[config.mk]
export PLATFORM = sky130hd
export DESIGN_NAME = timer8_multi
export DESIGN_NICKNAME = d
export VERILOG_FILES = /design/src/rtl/timer8_pkg.sv /design/src/rtl/tmr_mode_decode.sv /design/src/rtl/tmr_counter.sv /design/src/rtl/tmr_cmp_chan.sv /design/src/rtl/timer8_multi.sv
export SDC_FILE = /design/constraint.sdc
export NUM_CORES = 1
export LEC_CHECK = 0
export BUFFER_PORTS_ARGS = -buffer_cell sky130_fd_sc_hd__buf_2
export CAP_MARGIN = 20
export CORE_MARGIN = 2
export CORE_UTILIZATION = 56
export CTS_BUF_LIST = sky130_fd_sc_hd__clkbuf_4 sky130_fd_sc_hd__clkbuf_8
export DETAILED_ROUTE_END_ITERATION = 16
export PLACE_DENSITY = 0.88
export SLEW_MARGIN = 40
export SYNTH_ARGS = -nofsm -noshare
export SYNTH_HDL_FRONTEND = slang
export SYNTH_SLANG_ARGS = --single-unit
[constraint.sdc]
create_clock -name clk -period 1.7 [get_ports clk]
set_clock_uncertainty 0.05 [all_clocks]
set_input_delay 0.17 -clock clk [delete_from_list [all_inputs] [get_ports clk]]
set_output_delay 0.17 -clock clk [all_outputs]
set_load 0.01 [all_outputs]
[src/rtl/timer8_pkg.sv]
package timer8_pkg;

  localparam int MODE_W = 3;
  localparam int ACT_W  = 2;
  localparam int CTRL_W = MODE_W + 2 * ACT_W;

  localparam logic [1:0] SEL_CNT  = 2'd0;
  localparam logic [1:0] SEL_CMPA = 2'd1;
  localparam logic [1:0] SEL_CMPB = 2'd2;
  localparam logic [1:0] SEL_CTRL = 2'd3;

  localparam logic [ACT_W-1:0] ACT_TGL = 2'b01;
  localparam logic [ACT_W-1:0] ACT_CLR = 2'b10;
  localparam logic [ACT_W-1:0] ACT_SET = 2'b11;

  typedef enum logic [1:0] {
    OVF_NONE   = 2'd0,
    OVF_MAX    = 2'd1,
    OVF_BOTTOM = 2'd2,
    OVF_TOP    = 2'd3
  } ovf_src_e;

  typedef struct packed {
    logic     hold;
    logic     top_a;
    logic     phase;
    logic     fast;
    logic     buffered;
    logic     upd_bottom;
    ovf_src_e ovf_at;
  } mode_cfg_t;

endpackage

[src/rtl/tmr_mode_decode.sv]
module tmr_mode_decode
  import timer8_pkg::*;
(
  input  logic [MODE_W-1:0] mode,
  output mode_cfg_t         cfg
);

  always_comb begin
    cfg = '{hold: 1'b0, top_a: 1'b0, phase: 1'b0, fast: 1'b0,
            buffered: 1'b0, upd_bottom: 1'b0, ovf_at: OVF_MAX};
    case (mode)
      3'd0: ;
      3'd1: begin cfg.phase = 1'b1; cfg.buffered = 1'b1; cfg.ovf_at = OVF_BOTTOM; end
      3'd2: cfg.top_a = 1'b1;
      3'd3: begin cfg.fast = 1'b1; cfg.buffered = 1'b1; end
      3'd5: begin
        cfg.phase = 1'b1; cfg.top_a = 1'b1; cfg.buffered = 1'b1; cfg.ovf_at = OVF_BOTTOM;
      end
      3'd7: begin
        cfg.fast = 1'b1; cfg.top_a = 1'b1; cfg.buffered = 1'b1;
        cfg.upd_bottom = 1'b1; cfg.ovf_at = OVF_TOP;
      end
      default: begin cfg.hold = 1'b1; cfg.ovf_at = OVF_NONE; end
    endcase
  end

endmodule

[src/rtl/tmr_counter.sv]
module tmr_counter #(
  parameter int W = 8
) (
  input  logic         clk,
  input  logic         rst_n,
  input  logic         hold,
  input  logic         phase,
  input  logic         clr_at_top,
  input  logic         step,
  input  logic         load,
  input  logic [W-1:0] load_val,
  input  logic [W-1:0] top_val,
  output logic [W-1:0] cnt,
  output logic         dir_down
);

  logic [W-1:0] cnt_q, cnt_d;
  logic         dir_q, dir_d;

  always_comb begin
    cnt_d = cnt_q;
    dir_d = phase ? dir_q : 1'b0;
    if (load) begin
      cnt_d = load_val;
    end else if (step && !hold) begin
      if (phase) begin
        if (top_val == '0) begin
          cnt_d = '0;
        end else if (!dir_q) begin
          if (cnt_q == top_val) begin
            cnt_d = cnt_q - 1'b1;
            dir_d = 1'b1;
          end else begin
            cnt_d = cnt_q + 1'b1;
          end
        end else if (cnt_q == '0) begin
          cnt_d = {{(W-1){1'b0}}, 1'b1};
          dir_d = 1'b0;
        end else begin
          cnt_d = cnt_q - 1'b1;
        end
      end else if (clr_at_top && cnt_q == top_val) begin
        cnt_d = '0;
      end else begin
        cnt_d = cnt_q + 1'b1;
      end
    end
  end

  always_ff @(posedge clk or negedge rst_n) begin
    if (!rst_n) begin
      cnt_q <= '0;
      dir_q <= 1'b0;
    end else begin
      cnt_q <= cnt_d;
      dir_q <= dir_d;
    end
  end

  assign cnt      = cnt_q;
  assign dir_down = dir_q;

  AST_RESERVED_HOLD: assert property (@(posedge clk) disable iff (!rst_n)
    (hold && !load) |=> $stable(cnt_q));
  AST_LOAD_WINS: assert property (@(posedge clk) disable iff (!rst_n)
    load |=> (cnt_q == $past(load_val)));
  AST_PHASE_TURN: assert property (@(posedge clk) disable iff (!rst_n)
    (phase && step && !hold && !load && !dir_q && cnt_q == top_val && top_val != '0)
      |=> dir_q);

endmodule

[src/rtl/tmr_cmp_chan.sv]
module tmr_cmp_chan
  import timer8_pkg::*;
#(
  parameter int W = 8
) (
  input  logic             clk,
  input  logic             rst_n,
  input  logic             hold,
  input  logic             fast,
  input  logic             phase,
  input  logic             buffered,
  input  logic             wr,
  input  logic [W-1:0]     wr_val,
  input  logic             upd,
  input  logic             match_en,
  input  logic             wrap,
  input  logic             dir_down,
  input  logic [W-1:0]     cnt,
  input  logic [ACT_W-1:0] act,
  output logic [W-1:0]     act_val,
  output logic             hit,
  output logic             wave
);

  logic [W-1:0] sh_q, sh_d, act_q, act_d;
  logic         hit_q, wave_q, wave_d, match;

  assign match = match_en && (cnt == act_q);

  always_comb begin
    sh_d  = wr ? wr_val : sh_q;
    act_d = act_q;
    if (!buffered)  act_d = sh_d;
    else if (upd)   act_d = sh_q;
  end

  always_comb begin
    wave_d = wave_q;
    if (!hold) begin
      if (fast) begin
        if (act[1]) begin
          if (wrap)       wave_d = ~act[0];
          else if (match) wave_d = act[0];
        end
      end else if (phase) begin
        if (act[1] && match) wave_d = dir_down ? ~act[0] : act[0];
      end else if (match) begin
        case (act)
          ACT_TGL: wave_d = ~wave_q;
          ACT_CLR: wave_d = 1'b0;
          ACT_SET: wave_d = 1'b1;
          default: wave_d = wave_q;
        endcase
      end
    end
  end

  always_ff @(posedge clk or negedge rst_n) begin
    if (!rst_n) begin
      sh_q   <= '0;
      act_q  <= '0;
      hit_q  <= 1'b0;
      wave_q <= 1'b0;
    end else begin
      sh_q   <= sh_d;
      act_q  <= act_d;
      hit_q  <= match;
      wave_q <= wave_d;
    end
  end

  assign act_val = act_q;
  assign hit     = hit_q;
  assign wave    = wave_q;

  AST_BUFFER_HOLD: assert property (@(posedge clk) disable iff (!rst_n)
    (buffered && !upd) |=> $stable(act_q));
  AST_RESERVED_WAVE: assert property (@(posedge clk) disable iff (!rst_n)
    hold |=> $stable(wave_q));

endmodule

[src/rtl/timer8_multi.sv]
module timer8_multi
  import timer8_pkg::*;
#(
  parameter int W = 8
) (
  input  logic         clk,
  input  logic         rst_n,
  input  logic         tick,
  input  logic         wr_en,
  input  logic [1:0]   wr_sel,
  input  logic [W-1:0] wr_data,
  input  logic         ovf_ack,
  output logic [W-1:0] count,
  output logic         ovf_flag,
  output logic         cmpa_hit,
  output logic         cmpb_hit,
  output logic         wave_a,
  output logic         wave_b
);

  localparam int           NCH     = 2;
  localparam logic [W-1:0] CNT_MAX = '1;

  logic [1:0]        rst_sync;
  logic              srst_n;
  logic [CTRL_W-1:0] ctrl_q, ctrl_d;
  logic              ovf_q, ovf_d, blk_q, blk_d;
  logic              cnt_wr, step, at_top, at_bot, upd, match_en, wrap, ovf_hit;
  logic              dir_down;
  logic [W-1:0]      cnt, top_val;
  mode_cfg_t         cfg;
  logic [NCH-1:0]    ch_wr, ch_hit, ch_wave;
  logic [W-1:0]      ch_act [NCH];

  always_ff @(posedge clk or negedge rst_n) begin
    if (!rst_n) rst_sync <= '0;
    else        rst_sync <= {rst_sync[0], 1'b1};
  end
  assign srst_n = rst_sync[1];

  tmr_mode_decode u_dec (.mode(ctrl_q[MODE_W-1:0]), .cfg(cfg));

  assign cnt_wr   = wr_en && (wr_sel == SEL_CNT);
  assign step     = tick && !cnt_wr;
  assign top_val  = cfg.top_a ? ch_act[0] : CNT_MAX;
  assign at_top   = (cnt == top_val);
  assign at_bot   = (cnt == '0);
  assign upd      = step && cfg.buffered && (cfg.upd_bottom ? at_bot : at_top);
  assign match_en = step && !blk_q && !cfg.hold;
  assign wrap     = step && cfg.fast && at_top;
  assign ch_wr[0] = wr_en && (wr_sel == SEL_CMPA);
  assign ch_wr[1] = wr_en && (wr_sel == SEL_CMPB);

  always_comb begin
    case (cfg.ovf_at)
      OVF_MAX:    ovf_hit = step && (cnt == CNT_MAX);
      OVF_BOTTOM: ovf_hit = step && at_bot;
      OVF_TOP:    ovf_hit = step && at_top;
      default:    ovf_hit = 1'b0;
    endcase
    ovf_d  = ovf_hit ? 1'b1 : (ovf_ack ? 1'b0 : ovf_q);
    blk_d  = cnt_wr ? 1'b1 : (tick ? 1'b0 : blk_q);
    ctrl_d = (wr_en && wr_sel == SEL_CTRL) ? wr_data[CTRL_W-1:0] : ctrl_q;
  end

  always_ff @(posedge clk or negedge srst_n) begin
    if (!srst_n) begin
      ctrl_q <= '0;
      ovf_q  <= 1'b0;
      blk_q  <= 1'b0;
    end else begin
      ctrl_q <= ctrl_d;
      ovf_q  <= ovf_d;
      blk_q  <= blk_d;
    end
  end

  tmr_counter #(.W(W)) u_cnt (
    .clk(clk), .rst_n(srst_n), .hold(cfg.hold), .phase(cfg.phase),
    .clr_at_top(cfg.top_a || cfg.fast), .step(step), .load(cnt_wr),
    .load_val(wr_data), .top_val(top_val), .cnt(cnt), .dir_down(dir_down)
  );

  for (genvar i = 0; i < NCH; i++) begin : g_ch
    tmr_cmp_chan #(.W(W)) u_ch (
      .clk(clk), .rst_n(srst_n), .hold(cfg.hold), .fast(cfg.fast),
      .phase(cfg.phase), .buffered(cfg.buffered), .wr(ch_wr[i]),
      .wr_val(wr_data), .upd(upd), .match_en(match_en), .wrap(wrap),
      .dir_down(dir_down), .cnt(cnt),
      .act(ctrl_q[MODE_W + ACT_W*i +: ACT_W]),
      .act_val(ch_act[i]), .hit(ch_hit[i]), .wave(ch_wave[i])
    );
  end

  assign count    = cnt;
  assign ovf_flag = ovf_q;
  assign cmpa_hit = ch_hit[0];
  assign cmpb_hit = ch_hit[1];
  assign wave_a   = ch_wave[0];
  assign wave_b   = ch_wave[1];

  AST_OVF_STICKY: assert property (@(posedge clk) disable iff (!srst_n)
    (ovf_q && !ovf_ack) |=> ovf_q);
  AST_NORMAL_WRAP: assert property (@(posedge clk) disable iff (!srst_n)
    (ctrl_q[MODE_W-1:0] == 3'd0 && step && cnt == CNT_MAX) |=> (count == '0 && ovf_flag));
  AST_CTC_CLEAR: assert property (@(posedge clk) disable iff (!srst_n)
    (ctrl_q[MODE_W-1:0] == 3'd2 && step && cnt == ch_act[0]) |=> (count == '0));
  AST_WRITE_MASK: assert property (@(posedge clk) disable iff (!srst_n)
    (blk_q && tick) |=> (!cmpa_hit && !cmpb_hit));
  AST_RESERVED_QUIET: assert property (@(posedge clk) disable iff (!srst_n)
    (cfg.hold && !ovf_q) |=> (!ovf_flag && !cmpa_hit && !cmpb_hit));

endmodule

==> results of run 1 <==
[registers in the layout (all words and copies together) (netlist names)]
name and count:
g_ch.u_ch.act_val 16, g_ch.u_ch.sh_q 16, u_cnt.cnt 8, ctrl_q 7, g_ch.u_ch.hit 2, g_ch.u_ch.wave 2, rst_sync 2, blk_q 1
ovf_flag 1, u_cnt.dir_down 1
[synthesized netlist by cell type, drive strengths merged, types with 5 or more instances]
| cell | number | area share [%] |
|---|---|---|
| a21oi | 28 | 4.5 |
| buf | 7 | 1.5 |
| clkbuf | 14 | 1.5 |
| dfrtp | 56 | 41 |
| ha | 5 | 1.8 |
| inv | 12 | 1.3 |
| mux2 | 22 | 7.3 |
| mux2i | 21 | 6.2 |
| nand2 | 25 | 2.8 |
| nand2b | 5 | 0.92 |
| nand3 | 7 | 1.0 |
| nor2 | 31 | 3.4 |
| nor3 | 9 | 1.3 |
| nor4 | 7 | 1.7 |
| o211ai | 5 | 1.1 |
| o21ai | 15 | 2.2 |
| xnor2 | 5 | 1.3 |
| xor2 | 17 | 4.4 |
[area by class of cell]
class                      count  area share [%]
multi-input combinational    263            43.5
tap                           75            1.96
timing repair buffer         132            21.8
inverter                      12           0.942
clock buffer                   6            1.60
clock inverter                 2           0.811
sequential                    56            29.4
[layout by cell type (no fill, tap or decap), types with 4 or more instances in the layout]
cell type | synthesis | layout
a21o_1 | 4 | 4
a21oi_1 | 27 | 24
buf_2 | 5 | 27
buf_4 | 0 | 89
buf_6 | 1 | 9
clkbuf_8 | 0 | 5
dfrtp_1 | 56 | 53
ha_1 | 5 | 5
inv_1 | 12 | 11
mux2_2 | 22 | 21
mux2i_1 | 21 | 16
nand2_1 | 25 | 24
nand2b_1 | 5 | 5
nand3_1 | 7 | 6
nor2_1 | 31 | 28
nor3_1 | 9 | 8
o211ai_1 | 5 | 5
o21ai_0 | 15 | 13
xnor2_1 | 5 | 5
xor2_1 | 17 | 15
[path summary, 6_finish.rpt]
| path | from | endpoint | slack, ns | cells past startpoint |
|---|---|---|---|---|
| max | ctrl_q[2] | g_ch[0].u_ch.act_val[2] | -0.85 | 9 |
| min | rst_n | rst_sync[1] | 0.10 | 2 |
| min in group clk | wr_data[1] | ctrl_q[1] | 0.11 | 2 |
| max reg2reg | ctrl_q[2] | g_ch[0].u_ch.act_val[2] | -0.85 | 9 |
| max in group asynchronous | rst_sync[1] | g_ch[1].u_ch.sh_q[2] | 0.87 | 1 |
| min reg2reg | rst_sync[1] | u_cnt.cnt[1] | 0.18 | 0 |
[stage by stage]
step	utilization (%)	setup slack (ns)	hold WS, ns	instance area [sq um]	TNS, ns
after floorplan	-	-0.854	-0.176	3430	-20.26
after global routing	81.2	-0.929	0.0963	4780	-22.99
after global placement	71.9	-0.712	-0.0926	4230	-16.77
final	81.2	-0.851	0.104	4780	-20.79
after detailed placement	71.9	-0.744	-0.0895	4230	-17.96
after CTS	78.4	-0.810	0.0979	4610	-18.50
[layer usage]
| metal | global-route usage, % | vias to the layer above |
|---|---|---|
| met5 | 0 | - |
| met2 | 62.5 | 253 |
| li1 | - | 1508 |
| met4 | 19.2 | 0 |
| met3 | 6.04 | 97 |
| met1 | 45.0 | 1661 |
[logic make-up (layout without fill, tap and decap cells)]
logic type | after synthesis | count (layout) | share of synthesized area (%)
AO/OA/AOI/OAI | 84 | 84 | 16.8
adder cells (fa/ha/maj) | 5 | 5 | 1.84
AND/OR/NAND/NOR | 108 | 108 | 16.4
multiplexers | 43 | 43 | 13.5
flip-flops | 56 | 56 | 41.3
other | 1 | 1 | 0.111
XOR/XNOR | 22 | 22 | 5.68
buffers and inverters | 33 | 152 | 4.39
[repair_timing]
item | CTS | global route
cloned | 2 | 0
endpoints found under the hold margin | 3 | 0
pin swaps | 21 | 22
setup endpoints to repair | 30 | 30
gates resized for setup | 30 | 29
setup buffers | 8 | 8
hold buffers | 2 | 0
[power groups by stage]
| stage | Sequential (mW) | Combinational (mW) | Clock (mW) |
|---|---|---|---|
| after detailed placement | 1.95 | 2.64 | 0 |
| final | 1.96 | 3.30 | 0.943 |
| after global routing | 1.99 | 3.48 | 0.985 |
| after floorplan | 1.91 | 1.49 | 0 |
| after CTS | 1.93 | 2.97 | 0.928 |
| after global placement | 1.93 | 2.53 | 0 |
==> flow_summary.toml, run 1 <==
[status]
outcome = "finished, violations left"
violations = "negative setup slack"

[clocking]
htree_levels = 2
cts_sinks = 56
clk_path_buf_depth = 2
cts_tree = "yes"
insertion_delay_ns = 0.33
path_clk_slew_ns = 0.10
clockRootBuffer = "clkbuf_8"
cts_made_buffers = 5

[drt]
drt-met1-wl_um = 4370
ant_nets = 0
drtIter0Drc = 371
route.detailed.drc = 0
viasPerCell = 6.45
wl_met2_um = 5750
wl_met3_um = 1080
vias = 3519
drt_pre_antenna_iters = 5
routed_wl_um = 12100
wl_per_cell_um = 22.2
routed.top_layer = "met4"

[timing]
min_period_ns = 2.55
worst_pin_slew_ns = 0.524
setup_viol = 30
slew_violations = 0
rsz0062_at_grt = "yes"
hold_violations = 0
relSlewSlack_pct = 64.7
period_share_pct = 150
clock.fmax_mhz = 392
worst_slack_ns = -0.851

[die]
die_y_um = 81.8
start_util_pct = 57.7
core_area_sq_um = 5890
fp.dieArea_sq_um = 6700
num_rows = 28
dieWidth_um = 81.8
boundaryPins = 28

[global_route]
grt_pass1_wl_um = 18000
grt_max_degree = 35
gr-usage-all-layers_pct = 36.8
grt_pass1_vias = 3461
overflow = 0
antenna_found_initial = 0

[place]
portBuffers = 27
dp_cells = 520
dp_hpwl_um = 7290
gp_congestion = 1.02

[yosys]
ys.warnings.count = 0
ys_async_sr_fraction_pct = 100
synthCells = 352
synth.avg_cell_area_sq_um = 9.64
syn_nets = 372
synthesis.area_sq_um = 3390
synthDistinctLibCells = 57
yosysSeqAreaShare_pct = 41.3
synth_edf_count = 0
ys_seq_elements = 56
ys.flop_type = "dfrtp_1"

[critical_path]
max_stage_delay_ns = 0.58
required_ns = 1.86
cp-end-kind = "flop"
cp_top_family = "simple AND/OR/NAND/NOR gates"
critPathKind = "reg -> reg"
cp-start-kind = "flop"
path_buf_inv = 2
path_max_fanout = 8
critPathSlowestCell = "or4_4"
crit_arrival_ns = 2.71
path_cells = "nor3b_4 > buf_4 > a211o_1 > nand3_2 > or4_4 > a21oi_4 > buf_12 > mux2i_2 > a21oi_2"

[final_layout]
regArea_sq_um = 1410
final_cells = 546
fin_nets = 490
syn2layout_area_growth_pct = 40.9
n_antenna_cell = 0
multi_input_area_sq_um = 2080
drive_gt1_share_pct = 43.7
nFillCells = 337

[worst_hold_path]
hp-class = "in -> async"

[power]
p_int_mw = 3.67
combPwrFrac_pct = 53.2
power_switching_mw = 2.54
swShare_pct = 40.9
pwr-share-clk_pct = 15.2
totalPowerFinal_mw = 6.20
ir_drop_mv = 0.718
power_frac_seq_pct = 31.6
power_density_nw_per_um2 = 1300
p_leak_nw = 2.12

[flow_run]
cap_violations = 0
No activity file was read; power rests on OpenSTA's default activity.
==> run 2: changes to the inputs <==
--- a/config.mk
+++ b/config.mk
@@ -11,7 +11,7 @@
 export CORE_UTILIZATION = 56
 export CTS_BUF_LIST = sky130_fd_sc_hd__clkbuf_4 sky130_fd_sc_hd__clkbuf_8
 export DETAILED_ROUTE_END_ITERATION = 16
-export PLACE_DENSITY = 0.88
+export PLACE_DENSITY_LB_ADDON = 0.2
 export SLEW_MARGIN = 40
 export SYNTH_ARGS = -nofsm -noshare
 export SYNTH_HDL_FRONTEND = slang
==> run 2 against run 1 <==
Net effect: setup slack better by 0.045 ns; maximum frequency increased by 1.8%; largest cell class unchanged; sequential power is essentially flat; the run still ends with negative setup slack left; hold slack got worse by 0.018 ns; die area unchanged; register-to-register slack improved by 0.04 ns; largest power group unchanged; highest routed layer unchanged; core utilization is 0.79 points lower; critical endpoint is now g_ch[1].u_ch.act_val[6].
==> flow_summary.toml, run 2 (synthesis results as in run 1) <==
[die]
num_rows = 28
boundaryPins = 28
start_util_pct = 57.7
fp.dieArea_sq_um = 6700
die_y_um = 81.8
dieWidth_um = 81.8
core_area_sq_um = 5890

[timing]
slew_violations = 0
hold_violations = 0
hold_ws_ns = 0.0861
worst_slack_ns = -0.806
rsz0062_at_grt = "yes"
min_period_ns = 2.51
setup_viol = 28
period_share_pct = 147
tns_ns = -19.26
clock.fmax_mhz = 399

[clocking]
cts_tree = "yes"
cts_made_buffers = 5
clk_path_buf_depth = 2
htree_levels = 2
path_clk_slew_ns = 0.11
insertion_delay_ns = 0.32
cts_sinks = 56
clockRootBuffer = "clkbuf_8"

[critical_path]
cp-start-kind = "flop"
critPathKind = "reg -> reg"
worstReg2RegStart = "ctrl_q[2]"
crit_arrival_ns = 2.66
r2r_end = "g_ch[1].u_ch.act_val[6]"
setup.worst_path.end = "g_ch[1].u_ch.act_val[6]"
required_ns = 1.85
reg2reg_depth = 9
path_max_fanout = 8
crit_start = "ctrl_q[2]"
cp-end-kind = "flop"
reg2reg_slack_ns = -0.81

[status]
violations = "negative setup slack"
outcome = "finished, violations left"

[final_layout]
final_cells = 552
layout_commonest_cell = "buf_4"
drive_gt1_share_pct = 43.5
syn2layout_area_growth_pct = 39.5
final_area_sq_um = 4730
nFillCells = 359
layout_common_cells = "93 x buf_4, 53 x dfrtp_1, 30 x nor2_1, 27 x buf_2, 25 x nand2_1"
fin_util_pct = 80.4
fin_nets = 493

[worst_hold_path]
hp-class = "in -> reg"

[flow_run]
cap_violations = 0

[drt]
viasPerCell = 5.97
ant_nets = 0
drt_pre_antenna_iters = 5
drtIter0Drc = 268
routed_wl_um = 10400
route.detailed.drc = 0
vias = 3298
wl_per_cell_um = 18.8

[global_route]
antenna_found_initial = 0
grt_pass1_wl_um = 15600
grt_pass1_vias = 3115
grt_max_degree = 55
gr-usage-all-layers_pct = 31.6
overflow = 0

[place]
portBuffers = 27
dp_cells = 528
dp_hpwl_um = 7120
pre_cts_ws_ns = -0.732
place_area_sq_um = 4290
gp_congestion = 0.975

[power]
p_leak_nw = 2.10
ir_drop_mv = 0.791
power_density_nw_per_um2 = 1220
totalPowerFinal_mw = 5.76
[run 2: per-layer routing]
layer  GRT usage [%]  share of wire, %  vias up  wire [um]
met5               0                 0        -          0
met4            17.2               4.0        0        412
met3            8.68               8.3       42        865
met2            50.2                48      164       4970
met1            39.1                40     1573       4150
li1                -                 -     1519          -
[run 2: area by class of cell]
type / instances / area, sq um / area share [%]
diodes: 3 / 7.51 / 0.159
clock buffers: 5 / 68.8 / 1.45
clock inverters: 3 / 33.8 / 0.714
inverters: 12 / 45.0 / 0.951
multi-input cells: 263 / 2050 / 43.2
flip-flops and latches: 56 / 1410 / 29.7
well taps: 75 / 93.8 / 1.98
repair buffers: 135 / 1030 / 21.9
[run 2: report_power, final]
| part | switching (mW) | internal (mW) | leakage (nW) |
|---|---|---|---|
| clock network | 0.501 | 0.312 | 0.0515 |
| logic | 1.52 | 1.47 | 1.38 |
| registers | 0.311 | 1.64 | 0.670 |
[run 2: worst min path at each step]
stage                      from          end  slack, ns  depth (start not counted)
after global routing       tick        blk_q       0.08                          3
after floorplan           rst_n  rst_sync[0]      -0.18                          0
after CTS                  tick        blk_q       0.08                          3
after detailed placement  rst_n  rst_sync[0]      -0.09                          1
final                      tick        blk_q       0.09                          3
after global placement    rst_n  rst_sync[0]       -0.1                          1
[run 2: critical path, stage by stage, from the launching register on]
cell	delay, ns
dfrtp_1	0.46
and2_4	0.20
or2_4	0.26
mux2i_2	0.16
or4_4	0.51
a21oi_4	0.18
buf_12	0.16
buf_12	0.11
mux2i_2	0.20
a21oi_1	0.09
[run 2: what timing repair did]
action | in CTS | in global routing
hold buffers | 2 | 0
hold endpoints to repair | 3 | 0
endpoints found under the setup margin | 28 | 30
setup buffers | 9 | 2
pin swaps | 9 | 28
resized for setup | 11 | 35
==> run 3: changes to the inputs <==
--- a/config.mk
+++ b/config.mk
@@ -12,6 +12,7 @@
 export CTS_BUF_LIST = sky130_fd_sc_hd__clkbuf_4 sky130_fd_sc_hd__clkbuf_8
 export DETAILED_ROUTE_END_ITERATION = 16
 export PLACE_DENSITY_LB_ADDON = 0.2
+export SETUP_SLACK_MARGIN = 0.15
 export SLEW_MARGIN = 40
 export SYNTH_ARGS = -nofsm -noshare
 export SYNTH_HDL_FRONTEND = slang
==> run 3 against run 2 <==
Net effect: the flow still finishes with violations (negative setup slack); total power up 2.0%; setup slack got worse by 0.0094 ns; core utilization increased by 0.81 points; sequential share of layout area shrank 0.30 points; critical path type unchanged; critical endpoint unchanged.
==> flow_summary.toml, run 3 (synthesis results as in run 1) <==
[final_layout]
fin_util_pct = 81.3
drive_gt1_share_pct = 44.1
layout_commonest_cell = "buf_4"
syn2layout_area_growth_pct = 40.9
layout_common_cells = "90 x buf_4, 53 x dfrtp_1, 30 x nor2_1, 26 x buf_2, 25 x nand2_1"
fin_nets = 495

[global_route]
grt_max_degree = 55
grt_pass1_wl_um = 15600
antenna_found_initial = 0
gr-usage-all-layers_pct = 31.8
overflow = 0
grt_pass1_vias = 3136

[die]
core_area_sq_um = 5890
fp.dieArea_sq_um = 6700
num_rows = 28
start_util_pct = 57.7
die_y_um = 81.8
boundaryPins = 28
dieWidth_um = 81.8

[critical_path]
critPathSlowestCell = "or4_4"
max_stage_delay_ns = 0.56
path_cells = "nor3b_4 > a211o_1 > nand3_2 > or4_4 > a21oi_4 > buf_12 > buf_12 > mux2i_2 > a21oi_1"
crit_arrival_ns = 2.67
cp-end-kind = "flop"
path_max_fanout = 8
critPathKind = "reg -> reg"
cp-start-kind = "flop"
path_buf_inv = 2
cp_top_family = "simple AND/OR/NAND/NOR gates"
required_ns = 1.86
crit_path_frequent_cell = "buf_12"

[clocking]
cts_tree = "yes"
insertion_delay_ns = 0.33
path_clk_slew_ns = 0.11
htree_levels = 2
cts_made_buffers = 5
cts_sinks = 56
clk_path_buf_depth = 2
clockRootBuffer = "clkbuf_8"

[timing]
setup_viol = 29
min_period_ns = 2.52
clock.fmax_mhz = 398
hold_ws_ns = 0.0860
worst_slack_ns = -0.815
slew_violations = 0
tns_ns = -19.72
hold_violations = 0
rsz0062_at_grt = "yes"
period_share_pct = 148

[worst_hold_path]
hp-class = "in -> reg"

[drt]
ant_nets = 0
routed_wl_um = 10600
route.detailed.drc = 0
drtIter0Drc = 388
wl_per_cell_um = 19.3
drt_pre_antenna_iters = 5
viasPerCell = 6.06
vias = 3344

[status]
violations = "negative setup slack"
outcome = "finished, violations left"

[place]
dp_hpwl_um = 7120
gp_congestion = 0.975
portBuffers = 27

[power]
p_leak_nw = 2.11
power_density_nw_per_um2 = 1230
totalPowerFinal_mw = 5.88
ir_drop_mv = 0.942

[flow_run]
cap_violations = 0
==> run 3: cell types whose count changed in the layout (fill, tap and decap cells not counted) <==
| cell | delta |
|---|---|
| buf_6 | +5 |
| buf_4 | -3 |
| diode_2 | -2 |
| and3_1 | -1 |
| and3_2 | +1 |
| buf_2 | -1 |
| buf_8 | +1 |
| xor2_1 | -1 |
| xor2_2 | +1 |
==> run 3: path summary, 6_finish.rpt <==
check                                           to        start  depth (start not counted)  slack [ns]
max                        g_ch[1].u_ch.act_val[6]    ctrl_q[2]                          9       -0.82
min                                          blk_q         tick                          3        0.09
max reg2reg                g_ch[1].u_ch.act_val[6]    ctrl_q[2]                          9       -0.82
min reg2reg                               ovf_flag  rst_sync[1]                          1        0.22
max in group asynchronous     g_ch[0].u_ch.sh_q[1]  rst_sync[1]                          1        1.13
min in group asynchronous              rst_sync[0]        rst_n                          2        0.10
==> run 3: per-stage QoR <==
step | setup WS, ns | area, sq um | std cells
floorplan | -0.854 | 3430 | 352
global placement | -0.669 | 4290 | 528
detailed placement | -0.732 | 4290 | 528
CTS | -0.776 | 4570 | 548
global route | -0.942 | 4780 | 551
finish | -0.815 | 4780 | 552
==> run 3: final cells by class <==
class                   instances  area (sq um)
clock inverters                 3          33.8
inverters                      12          45.0
multi-input cells             263          2050
flip-flops and latches         56          1410
diodes                          1          2.50
well taps                      75          93.8
fillers                       347          1100
repair buffers                137          1080
clock buffers                   5          68.8
==> run 3: layer usage <==
metal / part of all wire (%) / global-route usage, % / vias up
met5: 0 / 0 / -
met4: 5.8 / 17.5 / 0
met3: 7.4 / 9.34 / 58
met2: 48 / 50.5 / 194
met1: 39 / 38.6 / 1575
li1: - / - / 1517
==> run 3: power by group <==
part           switching [mW]  total [mW]  internal (mW)
sequential              0.317        1.96           1.64
clock                   0.515       0.827          0.312
combinational            1.56        3.09           1.53
total                    2.39        5.88           3.49
==> run 3: worst reg2reg max path, delay by kind of cell, from the launching register on <==
| family | cells | cell delay [ns] |
|---|---|---|
| buf+inv | 2 | 0.27 |
| flops | 1 | 0.46 |
| compound gates | 3 | 0.47 |
| mux | 1 | 0.20 |
| simple gates | 3 | 0.95 |
==> run 3: repair_timing <==
item,in CTS,in global routing
hold endpoints to repair,3,0
buffers inserted,10,3
setup endpoints to repair,30,31
pin swaps,11,31
resized for setup,11,44
hold buffers,2,0
